==> config.mk <==
export PLATFORM = sky130hd
export DESIGN_NAME = hsk_in_port
export DESIGN_NICKNAME = d
export VERILOG_FILES = /design/src/rtl/hsk_in_pkg.sv /design/src/rtl/hsk_in_sync.sv /design/src/rtl/hsk_in_dbuf.sv /design/src/rtl/hsk_in_aux_ctl.sv /design/src/rtl/hsk_in_port.sv
export SDC_FILE = /design/constraint.sdc
export NUM_CORES = 1
export LEC_CHECK = 0
export BUFFER_PORTS_ARGS = -buffer_cell sky130_fd_sc_hd__buf_2
export CAP_MARGIN = 0
export CORE_MARGIN = 8
export CORE_UTILIZATION = 54
export CTS_CLUSTER_SIZE = 8
export DETAILED_ROUTE_END_ITERATION = 7
export GPL_ROUTABILITY_DRIVEN = 0
export GPL_TIMING_DRIVEN = 0
export MAX_ROUTING_LAYER = met4
export PLACE_DENSITY_LB_ADDON = 0.3
export SLEW_MARGIN = 0
export SYNTH_ARGS = -nofsm -noshare
export SYNTH_HDL_FRONTEND = slang
export SYNTH_HIERARCHICAL = 1
export SYNTH_SLANG_ARGS = --single-unit
==> constraint.sdc <==
create_clock -name clk -period 1.7 [get_ports clk]
set_input_delay 0.34 -clock clk [delete_from_list [all_inputs] [get_ports clk]]
set_output_delay 0.34 -clock clk [all_outputs]
set_load 0.05 [all_outputs]
==> src/rtl/hsk_in_pkg.sv <==
package hsk_in_pkg;

  typedef enum logic [1:0] {
    AUX_EDGE_IN   = 2'b00,
    AUX_FIX_LO    = 2'b01,
    AUX_FIX_HI    = 2'b10,
    AUX_INTERLOCK = 2'b11
  } aux_mode_e;

  localparam logic [1:0] SEL_CTRL = 2'd0;
  localparam logic [1:0] SEL_STAT = 2'd1;
  localparam logic [1:0] SEL_DATA = 2'd2;

  localparam int CTRL_EN_BIT  = 7;
  localparam int STAT_DP_BIT  = 0;
  localparam int STAT_AUX_BIT = 1;

endpackage

==> src/rtl/hsk_in_sync.sv <==
// Multi-stage pin synchronizer with rising-edge detection, one lane per pin.
module hsk_in_sync #(
  parameter int N_PINS = 2,
  parameter int STAGES = 2
) (
  input  logic              clk,
  input  logic              rst_n,
  input  logic [N_PINS-1:0] pin_i,
  output logic [N_PINS-1:0] rise_o
);

  localparam int LAST = STAGES - 1;

  for (genvar p = 0; p < N_PINS; p++) begin : g_lane
    logic [STAGES-1:0] chain_q;
    logic [STAGES-1:0] chain_d;
    logic              prev_q;

    always_comb begin
      chain_d = {chain_q[STAGES-2:0], pin_i[p]};
    end

    always_ff @(posedge clk or negedge rst_n) begin
      if (!rst_n) begin
        chain_q <= '0;
        prev_q  <= 1'b0;
      end else begin
        chain_q <= chain_d;
        prev_q  <= chain_q[LAST];
      end
    end

    assign rise_o[p] = chain_q[LAST] & ~prev_q;
  end

endmodule

==> src/rtl/hsk_in_dbuf.sv <==
// Two-entry holding buffer with a data delay line aligned to the strobe synchronizer.
module hsk_in_dbuf #(
  parameter int DATA_W = 8,
  parameter int DLY    = 2
) (
  input  logic              clk,
  input  logic              rst_n,
  input  logic [DATA_W-1:0] din_i,
  input  logic              push_req_i,
  input  logic              pop_req_i,
  output logic              push_o,
  output logic [DATA_W-1:0] head_o,
  output logic [1:0]        cnt_o,
  output logic [1:0]        cnt_nxt_o
);

  localparam logic [1:0] FULL_CNT = 2'd2;

  // Delay line: byte sampled together with the first synchronizer flop.
  logic [DATA_W-1:0] dpipe_q [DLY];

  always_ff @(posedge clk or negedge rst_n) begin
    if (!rst_n) begin
      for (int i = 0; i < DLY; i++) dpipe_q[i] <= '0;
    end else begin
      dpipe_q[0] <= din_i;
      for (int i = 1; i < DLY; i++) dpipe_q[i] <= dpipe_q[i-1];
    end
  end

  logic [DATA_W-1:0] slot0_q, slot1_q, slot0_d, slot1_d;
  logic [1:0]        cnt_q, cnt_d, cnt_after_pop;
  logic              pop, push;

  always_comb begin
    pop           = pop_req_i && (cnt_q != 2'd0);
    push          = push_req_i && ((cnt_q != FULL_CNT) || pop);
    cnt_after_pop = cnt_q - {1'b0, pop};
    slot0_d       = slot0_q;
    slot1_d       = slot1_q;
    if (pop && (cnt_q == FULL_CNT)) slot0_d = slot1_q;
    if (push) begin
      if (cnt_after_pop == 2'd0) slot0_d = dpipe_q[DLY-1];
      else                       slot1_d = dpipe_q[DLY-1];
    end
    cnt_d = cnt_after_pop + {1'b0, push};
  end

  always_ff @(posedge clk or negedge rst_n) begin
    if (!rst_n) begin
      slot0_q <= '0;
      slot1_q <= '0;
      cnt_q   <= '0;
    end else begin
      slot0_q <= slot0_d;
      slot1_q <= slot1_d;
      cnt_q   <= cnt_d;
    end
  end

  assign push_o    = push;
  assign head_o    = slot0_q;
  assign cnt_o     = cnt_q;
  assign cnt_nxt_o = cnt_d;

  // never more than two held bytes
  a_r3_depth_limit: assert property (@(posedge clk) disable iff (!rst_n)
    cnt_q <= FULL_CNT);

  // full buffer without a read keeps both entries
  a_r5_full_keeps: assert property (@(posedge clk) disable iff (!rst_n)
    (cnt_q == FULL_CNT && !pop_req_i) |=> ($stable(slot0_q) && $stable(slot1_q)));

  // read of an empty buffer changes nothing
  a_r4_empty_read: assert property (@(posedge clk) disable iff (!rst_n)
    (pop_req_i && cnt_q == 2'd0 && !push_req_i) |=> ($stable(slot0_q) && cnt_q == 2'd0));

endmodule

==> src/rtl/hsk_in_aux_ctl.sv <==
// Auxiliary pin control: sticky edge status and interlocked ready output.
module hsk_in_aux_ctl
  import hsk_in_pkg::*;
(
  input  logic      clk,
  input  logic      rst_n,
  input  aux_mode_e mode_i,
  input  logic      en_i,
  input  logic      aux_rise_i,
  input  logic      clr_i,
  input  logic      cap_i,
  input  logic [1:0] cnt_nxt_i,
  output logic      rdy_o,
  output logic      st_o,
  output logic      aux_o,
  output logic      aux_oe_o
);

  logic st_q, st_d;
  logic rdy_q, rdy_d;

  always_comb begin
    if (!en_i || mode_i != AUX_EDGE_IN) st_d = 1'b0;
    else if (aux_rise_i)                st_d = 1'b1;
    else if (clr_i)                     st_d = 1'b0;
    else                                st_d = st_q;

    rdy_d = en_i && (mode_i == AUX_INTERLOCK) && !cap_i && (cnt_nxt_i < 2'd2);
  end

  always_ff @(posedge clk or negedge rst_n) begin
    if (!rst_n) begin
      st_q  <= 1'b0;
      rdy_q <= 1'b0;
    end else begin
      st_q  <= st_d;
      rdy_q <= rdy_d;
    end
  end

  always_comb begin
    unique case (mode_i)
      AUX_FIX_HI:    aux_o = 1'b1;
      AUX_INTERLOCK: aux_o = rdy_q;
      default:       aux_o = 1'b0;
    endcase
    aux_oe_o = (mode_i != AUX_EDGE_IN);
  end

  assign rdy_o = rdy_q;
  assign st_o  = st_q & (mode_i == AUX_EDGE_IN);

  // enabled edge-input rising edge sets the status
  a_r6_edge_sets: assert property (@(posedge clk) disable iff (!rst_n)
    (en_i && mode_i == AUX_EDGE_IN && aux_rise_i) |=> st_q);

  // disable clears the status
  a_r7_dis_clears: assert property (@(posedge clk) disable iff (!rst_n)
    !en_i |=> !st_q);

  // ready drops after an accepted strobe
  a_r9_drop_after_cap: assert property (@(posedge clk) disable iff (!rst_n)
    cap_i |=> !rdy_q);

  // disabled means ready low
  a_r11_dis_not_ready: assert property (@(posedge clk) disable iff (!rst_n)
    !en_i |=> !rdy_q);

endmodule

==> src/rtl/hsk_in_port.sv <==
module hsk_in_port
  import hsk_in_pkg::*;
#(
  parameter int DATA_W      = 8,
  parameter int SYNC_STAGES = 2
) (
  input  logic              clk,
  input  logic              rst_n,
  input  logic              strb_i,
  input  logic [DATA_W-1:0] strb_data_i,
  input  logic              aux_i,
  output logic              aux_o,
  output logic              aux_oe_o,
  input  logic [1:0]        reg_sel_i,
  input  logic              reg_rd_i,
  input  logic              reg_wr_i,
  input  logic [7:0]        reg_wdata_i,
  output logic [DATA_W-1:0] reg_rdata_o
);

  localparam int PIN_STRB = 0;
  localparam int PIN_AUX  = 1;

  // Reset: asserted asynchronously, released on the clock.
  logic [1:0] rsync_q;
  logic       rst_sync_n;

  always_ff @(posedge clk or negedge rst_n) begin
    if (!rst_n) rsync_q <= 2'b00;
    else        rsync_q <= {rsync_q[0], 1'b1};
  end
  assign rst_sync_n = rsync_q[1];

  // Control register
  logic      en_q, en_d;
  aux_mode_e mode_q, mode_d;
  logic      ctrl_we;

  always_comb begin
    ctrl_we = reg_wr_i && (reg_sel_i == SEL_CTRL);
    en_d    = en_q;
    mode_d  = mode_q;
    if (ctrl_we) begin
      en_d   = reg_wdata_i[CTRL_EN_BIT];
      mode_d = aux_mode_e'(reg_wdata_i[1:0]);
    end
  end

  always_ff @(posedge clk or negedge rst_sync_n) begin
    if (!rst_sync_n) begin
      en_q   <= 1'b0;
      mode_q <= AUX_EDGE_IN;
    end else if (ctrl_we) begin
      en_q   <= en_d;
      mode_q <= mode_d;
    end
  end

  logic unused_wdata;
  assign unused_wdata = ^reg_wdata_i[6:2];

  // Pin synchronization
  logic [1:0] rise;

  hsk_in_sync #(.N_PINS(2), .STAGES(SYNC_STAGES)) u_sync (
    .clk    (clk),
    .rst_n  (rst_sync_n),
    .pin_i  ({aux_i, strb_i}),
    .rise_o (rise)
  );

  // Holding buffer
  logic              rdy;
  logic              push_req, pop_req, push;
  logic [DATA_W-1:0] head;
  logic [1:0]        cnt, cnt_nxt;

  always_comb begin
    push_req = rise[PIN_STRB] && ((mode_q != AUX_INTERLOCK) || rdy);
    pop_req  = reg_rd_i && (reg_sel_i == SEL_DATA);
  end

  hsk_in_dbuf #(.DATA_W(DATA_W), .DLY(SYNC_STAGES)) u_dbuf (
    .clk        (clk),
    .rst_n      (rst_sync_n),
    .din_i      (strb_data_i),
    .push_req_i (push_req),
    .pop_req_i  (pop_req),
    .push_o     (push),
    .head_o     (head),
    .cnt_o      (cnt),
    .cnt_nxt_o  (cnt_nxt)
  );

  // Auxiliary pin
  logic aux_st, aux_clr;
  assign aux_clr = reg_wr_i && (reg_sel_i == SEL_STAT) && reg_wdata_i[STAT_AUX_BIT];

  hsk_in_aux_ctl u_aux (
    .clk        (clk),
    .rst_n      (rst_sync_n),
    .mode_i     (mode_q),
    .en_i       (en_q),
    .aux_rise_i (rise[PIN_AUX]),
    .clr_i      (aux_clr),
    .cap_i      (push),
    .cnt_nxt_i  (cnt_nxt),
    .rdy_o      (rdy),
    .st_o       (aux_st),
    .aux_o      (aux_o),
    .aux_oe_o   (aux_oe_o)
  );

  // Read mux
  always_comb begin
    reg_rdata_o = '0;
    unique case (reg_sel_i)
      SEL_CTRL: begin
        reg_rdata_o[CTRL_EN_BIT] = en_q;
        reg_rdata_o[1:0]         = mode_q;
      end
      SEL_STAT: begin
        reg_rdata_o[STAT_DP_BIT]  = (cnt != 2'd0);
        reg_rdata_o[STAT_AUX_BIT] = aux_st;
      end
      SEL_DATA: reg_rdata_o = head;
      default:  reg_rdata_o = '0;
    endcase
  end

  // in interlocked mode, a strobe seen while ready is low adds nothing
  a_r10_ignore_not_ready: assert property (@(posedge clk) disable iff (!rst_sync_n)
    (mode_q == AUX_INTERLOCK && !rdy && !pop_req) |=> (cnt <= $past(cnt)));

  // output enable is off in edge-input mode
  a_r1_oe_edge_mode: assert property (@(posedge clk) disable iff (!rst_sync_n)
    (mode_q == AUX_EDGE_IN) |-> !aux_oe_o);

endmodule

* Yosys cells after proc, flatten, opt, wreduce, memory -nomap -nowiden
Cells that the tools add are included.
Widths: inputs -> output; s select.
** Cells by class
- Reduce and logical (&&, ||, !) cells :: 23
- $lt $le $gt $ge :: 1
- Eq/ne operators :: 7
- Mux-type cells :: 10
- Bitwise gates (word level) :: 6
- $add $sub $neg :: 2
** Operators with widths (count)
- $mux 8 :: 3
- $logic_and 1x1->1 :: 11
- $eq 2x2->1 const B :: 4
- $logic_not 2->1 :: 3
- $pmux 2 s3 :: 1
- $mux 5 :: 1
- $ne 2x2->1 const B :: 2
- $pmux 1 s2 :: 2
- $reduce_bool 2->1 :: 2
- $and 1x1->1 :: 3
- $logic_or 1x1->1 :: 3
- $mux 1 :: 3
- $not 1->1 :: 3
- $reduce_bool 3->1 :: 1
- $add 2x1->2 :: 1
- $eq 2x1->1 const B :: 1
- $logic_not 1->1 :: 2
- $lt 2x2->1 const B :: 1
- $reduce_and 2->1 :: 1
- $sub 2x1->2 :: 1
** Storage, ports and cells
- Word-level logic and storage cells :: 63
- Bits in registers :: 47
- Input port bits :: 24
- Output and inout bits :: 10

* Depth between registers and ports, before layout
- Depth in word-level cells :: 8
- Gate-level depth with buffers :: 7

* Cells and area by module
The synthesis kept the hierarchy.
** Modules (own cells, without submodules)
- hsk_in_dbuf :: cells each 76, seq. area each 850.8 sq um, area an instance 1293.7 sq um, instances 1
- hsk_in_port :: cells each 29, seq. area each 125.1 sq um, area an instance 332.8 sq um, instances 1
- hsk_in_sync :: cells each 8, seq. area each 150.1 sq um, area an instance 177.7 sq um, instances 1
- hsk_in_aux_ctl :: cells each 11, seq. area each 50.0 sq um, area an instance 117.6 sq um, instances 1

* Worst setup path after synthesis
OpenSTA, ideal clock, no wires.
- Kind :: in2out
- From :: in reg_sel_i[1]
- To :: out reg_rdata_o[1]
- Data required time :: 1.360 ns
- Path buffers :: 1
- Stages on the path :: 3
- Slack :: -0.300 ns
- Arrival :: 1.660 ns
- Cells stage by stage :: buf_6 > mux2i_1 > o21ai_0
** On the way
- Cells in the longest elaborated chain, start to end :: 2
** RTL lines
- from (decl) :: line hsk_in_port.sv:14 : input logic [1:0] reg_sel_i,
- $eq 2x2->1, or another cell as far along :: line hsk_in_port.sv:117 : unique case (reg_sel_i)
- $pmux 2 s3 (*) :: line hsk_in_port.sv:117
- to (decl) :: line hsk_in_port.sv:18 : output logic [DATA_W-1:0] reg_rdata_o
Every way passes the cells marked *; elsewhere a longest branch is shown, timed or not.

* Worst setup path in the final report
- From :: reg mode_q[0]
- To :: out reg_rdata_o[1]
** On the way
- Cells in the longest elaborated chain, start to end :: 3
** RTL lines
- from (decl) :: line hsk_in_port.sv:36 : aux_mode_e mode_q, mode_d;
- from (signal assigned) :: line hsk_in_port.sv:55 : mode_q <= mode_d;
- $logic_not 2->1 :: line hsk_in_aux_ctl.sv:51 : assign st_o = st_q & (mode_i == AUX_EDGE_IN);
- $and 1x1->1 :: line hsk_in_aux_ctl.sv:51
- via aux_st :: line hsk_in_port.sv:96 : logic aux_st, aux_clr;
- $pmux 2 s3 :: line hsk_in_port.sv:117
The timed path passes the listed nets, and every way through them passes these cells.

==> results.md <==
- Clock latency at the later pin of the worst-skew pair: 0.36 ns
- Post-route DRC violation count: 0
- Clk sinks: 47
- #FFs+latches synth: 47
- Die footprint: 5720 um^2
- Critical Path RT: 1.36 ns
- Minimum clock period: 1.72 ns
- Final-report hold violation count: 0
- Largest net degree at the start of global routing: 46
- Synth top area share: 61.2%
- Vias per cell: 5.04
- Worst slew margin: 38.8%
- Period utilization: 101%
- Dpl cell area: 2130 um^2
- Critical Path Fanout Max: 4
- Worst-path clk slew: 0.13 ns
- Row cnt: 21
- Sequential area share after synthesis: 61.2%
- Layout area overhead: 17.2%
- Peak supply drop: 0.000645 V
- Worst-Margin Slew: 0.917 ns
- Final cell count without fillers: 209
- Yosys Warn Count: 6
- CTS tree: yes
- Max frequency: 582 MHz
- Post-synth EDFFs: 0
- Slowest CP cell: dfrtp_2
- Die Wd: 75.7 um
- Post-Syn Area: 1920 um^2
- H-tree depth: 2
- Share of cells above drive strength 1: 58.3%
- Hold_ws: 0.0731 ns
- Global-route wire length before repair: 5200 um
- Top post-synthesis cells by area: dfrtp_1 (61%), mux2_2 (12%), mux2_4 (6.3%)
- Clock Tree Buf Depth: 2
- First DRT Iteration DRCs: 26
- # setup viols final: 1
- Overflow left after global routing: 0
- Fin Clk Skew: 0.0113 ns
- Min-Delay Path Class: input port to flop
- Worst endpoint data arrival time: 1.38 ns
- Starting Density: 56.7%
- Worst setup margin: -0.0185 ns
- CTS buffer count: 5
- Synth unique cells: 31
- Routed WL per cell: 14.4 um
- Core outline area: 3390 um^2
- Setup crit end kind: output port
- CP Launch Type: flop
- Gate Count Post-Synth: 124
- Total GRT Usage: 12.9%
- Final non-filler cell area: 2250 um^2
- Leakage: 1.10 nW
- Io pins: 34
- Hpwl dp: 2090 um
- Max cap viols: 0
- Clock root cell: clkbuf_4
- ANT nets after route: 0
- Vias: 1054
- CP max stage delay: 0.46 ns
- Placed instance count: 197
- Final Net Count: 186
- Die Height: 75.7 um
- # port buffers: 27
- Buf/Inv on CP: 1
- Vias in the first global route: 1150
- Critical path class: flop to output port
- Run status: complete, but fails checks
- Drt first pass iters: 4
- Antenna violations before repair: 0
- WL final: 3020 um
- Main synth FF type: dfrtp_1
- Pins Over Slew Limit: 0
- FILL cells: 236
- Critical Path, Cell by Cell: nor2_4 > and2_4 > nand3b_1 > o21ai_2 > buf_6
- Delay-heaviest family, CP: flip-flops
- RSZ-0062 raised after global routing: true
- Synth area leader: dfrtp_1
- Diodes inserted: 0
- Synth Net Count: 148
- Synth async-reset ratio: 100%
- PD cells: 1320 nW/um^2
- Violated checks: setup timing
- Syn avg cell area: 15.5 um^2
registers in the layout, indices dropped and copies added, names as in the netlist:
name,count
rsync_q,2
u_aux/rdy_o,1
u_aux/st_q,1
u_dbuf/dpipe_q,16
u_dbuf/cnt_o,2
u_sync/g_lane.chain_q,4
u_dbuf/head_o,8
u_sync/g_lane.prev_q,2
en_q,1
mode_q,2
u_dbuf/slot1_q,8
cells in the final DEF, fill, tap and decap left out, types with 2 or more instances in the layout:
master    count
buf_2        25
and2_2        5
mux2i_1       4
and2_4        2
buf_4         4
nor2_1        2
nor2b_4       3
nand2_1       3
buf_6         3
nand3b_1      2
inv_1         3
clkbuf_4      5
mux2_4        8
dfrtp_1      44
dfrtp_2       3
mux2_2       20
and2b_2       2
repair_timing:
| action | 4_1_cts | 5_1_grt |
|---|---|---|
| buffers inserted | 3 | 0 |
| cloned | 0 | 0 |
| resized for setup | 10 | 2 |
| endpoints found under the hold margin | 2 | 0 |
| setup endpoints to repair | 2 | 11 |
| hold buffers | 1 | 0 |
kinds of logic (layout without fill, tap and decap cells):
logic type / Yosys count / after routing / share of synthesized area [%]
flops: 47 / 47 / 61.2
mux: 33 / 33 / 20.6
simple gates: 28 / 28 / 12.5
compound gates: 9 / 9 / 3.52
buf+inv: 6 / 45 / 2.02
other cells: 1 / 1 / 0.195
final cells by class:
cell class              instances  area (um^2)  area share [%]
repair buffers                 31          183            8.11
plain buffers                   3         31.3            1.39
multi-input cells              71          734            32.6
well taps                      46         57.6            2.56
clock inverters                 2         13.8           0.611
inverters                       3         11.3           0.500
clock buffers                   6         41.3            1.83
flip-flops and latches         47         1180            52.4
routing by layer:
layer	global-route usage, %	share of wire (%)
met2	21.1	52
met4	5.76	2.0
met5	-	0
met1	13.8	42
met3	4.34	3.9
stage by stage:
step	utilization [%]	TNS, ns	setup WS [ns]	power, W
2_1_floorplan	-	-0.137	-0.0171	0.00226
3_3_place_gp	62.9	-6.96	-0.217	0.00240
3_5_place_dp	62.9	-3.38	-0.247	0.00245
4_1_cts	66.3	-0.0834	-0.0540	0.00301
5_1_grt	66.4	-0.176	-0.108	0.00315
6_report	66.4	-0.0185	-0.0185	0.00298
power breakdown:
part	internal (W)	switching (W)	leakage, nW
Combinational	0.000511	0.000419	0.510
Sequential	0.00138	0.000175	0.556
Clock	0.000163	0.000335	0.0322
Total	0.00205	0.000929	1.10
synth_stat cells, types with 2 or more instances:
| master | instances |
|---|---|
| dfrtp_1 | 47 |
| mux2_2 | 20 |
| mux2_4 | 8 |
| and2_2 | 7 |
| mux2i_1 | 5 |
| inv_1 | 3 |
| nand2_1 | 3 |
| nor2b_4 | 3 |
| and2b_2 | 2 |
| buf_6 | 2 |
| nand3b_1 | 2 |
| nor2_1 | 2 |
| o21ai_0 | 2 |
final timing paths:
| check | start | endpoint | slack, ns | cells past startpoint |
|---|---|---|---|---|
| worst max-delay path | mode_q[0]$_DFFE_PN0P_ | reg_rdata_o[1] | -0.02 | 5 |
| worst min-delay path | strb_data_i[6] | u_dbuf/dpipe_q[14]$_DFF_PN0_ | 0.07 | 1 |
| worst max register to register | mode_q[1]$_DFFE_PN0P_ | u_dbuf/slot1_q[4]$_DFFE_PN0P_ | 0.06 | 6 |
| worst min register to register | u_sync/g_lane[0].chain_q[0]$_DFF_PN0_ | u_sync/g_lane[0].chain_q[1]$_DFF_PN0_ | 0.36 | 0 |
| max in group asynchronous | rsync_q[1]$_DFF_PN0_ | mode_q[0]$_DFFE_PN0P_ | 0.65 | 0 |
| min in group asynchronous | rst_n | rsync_q[1]$_DFF_PN0_ | 0.27 | 2 |
No activity file was read; power rests on OpenSTA's default activity.
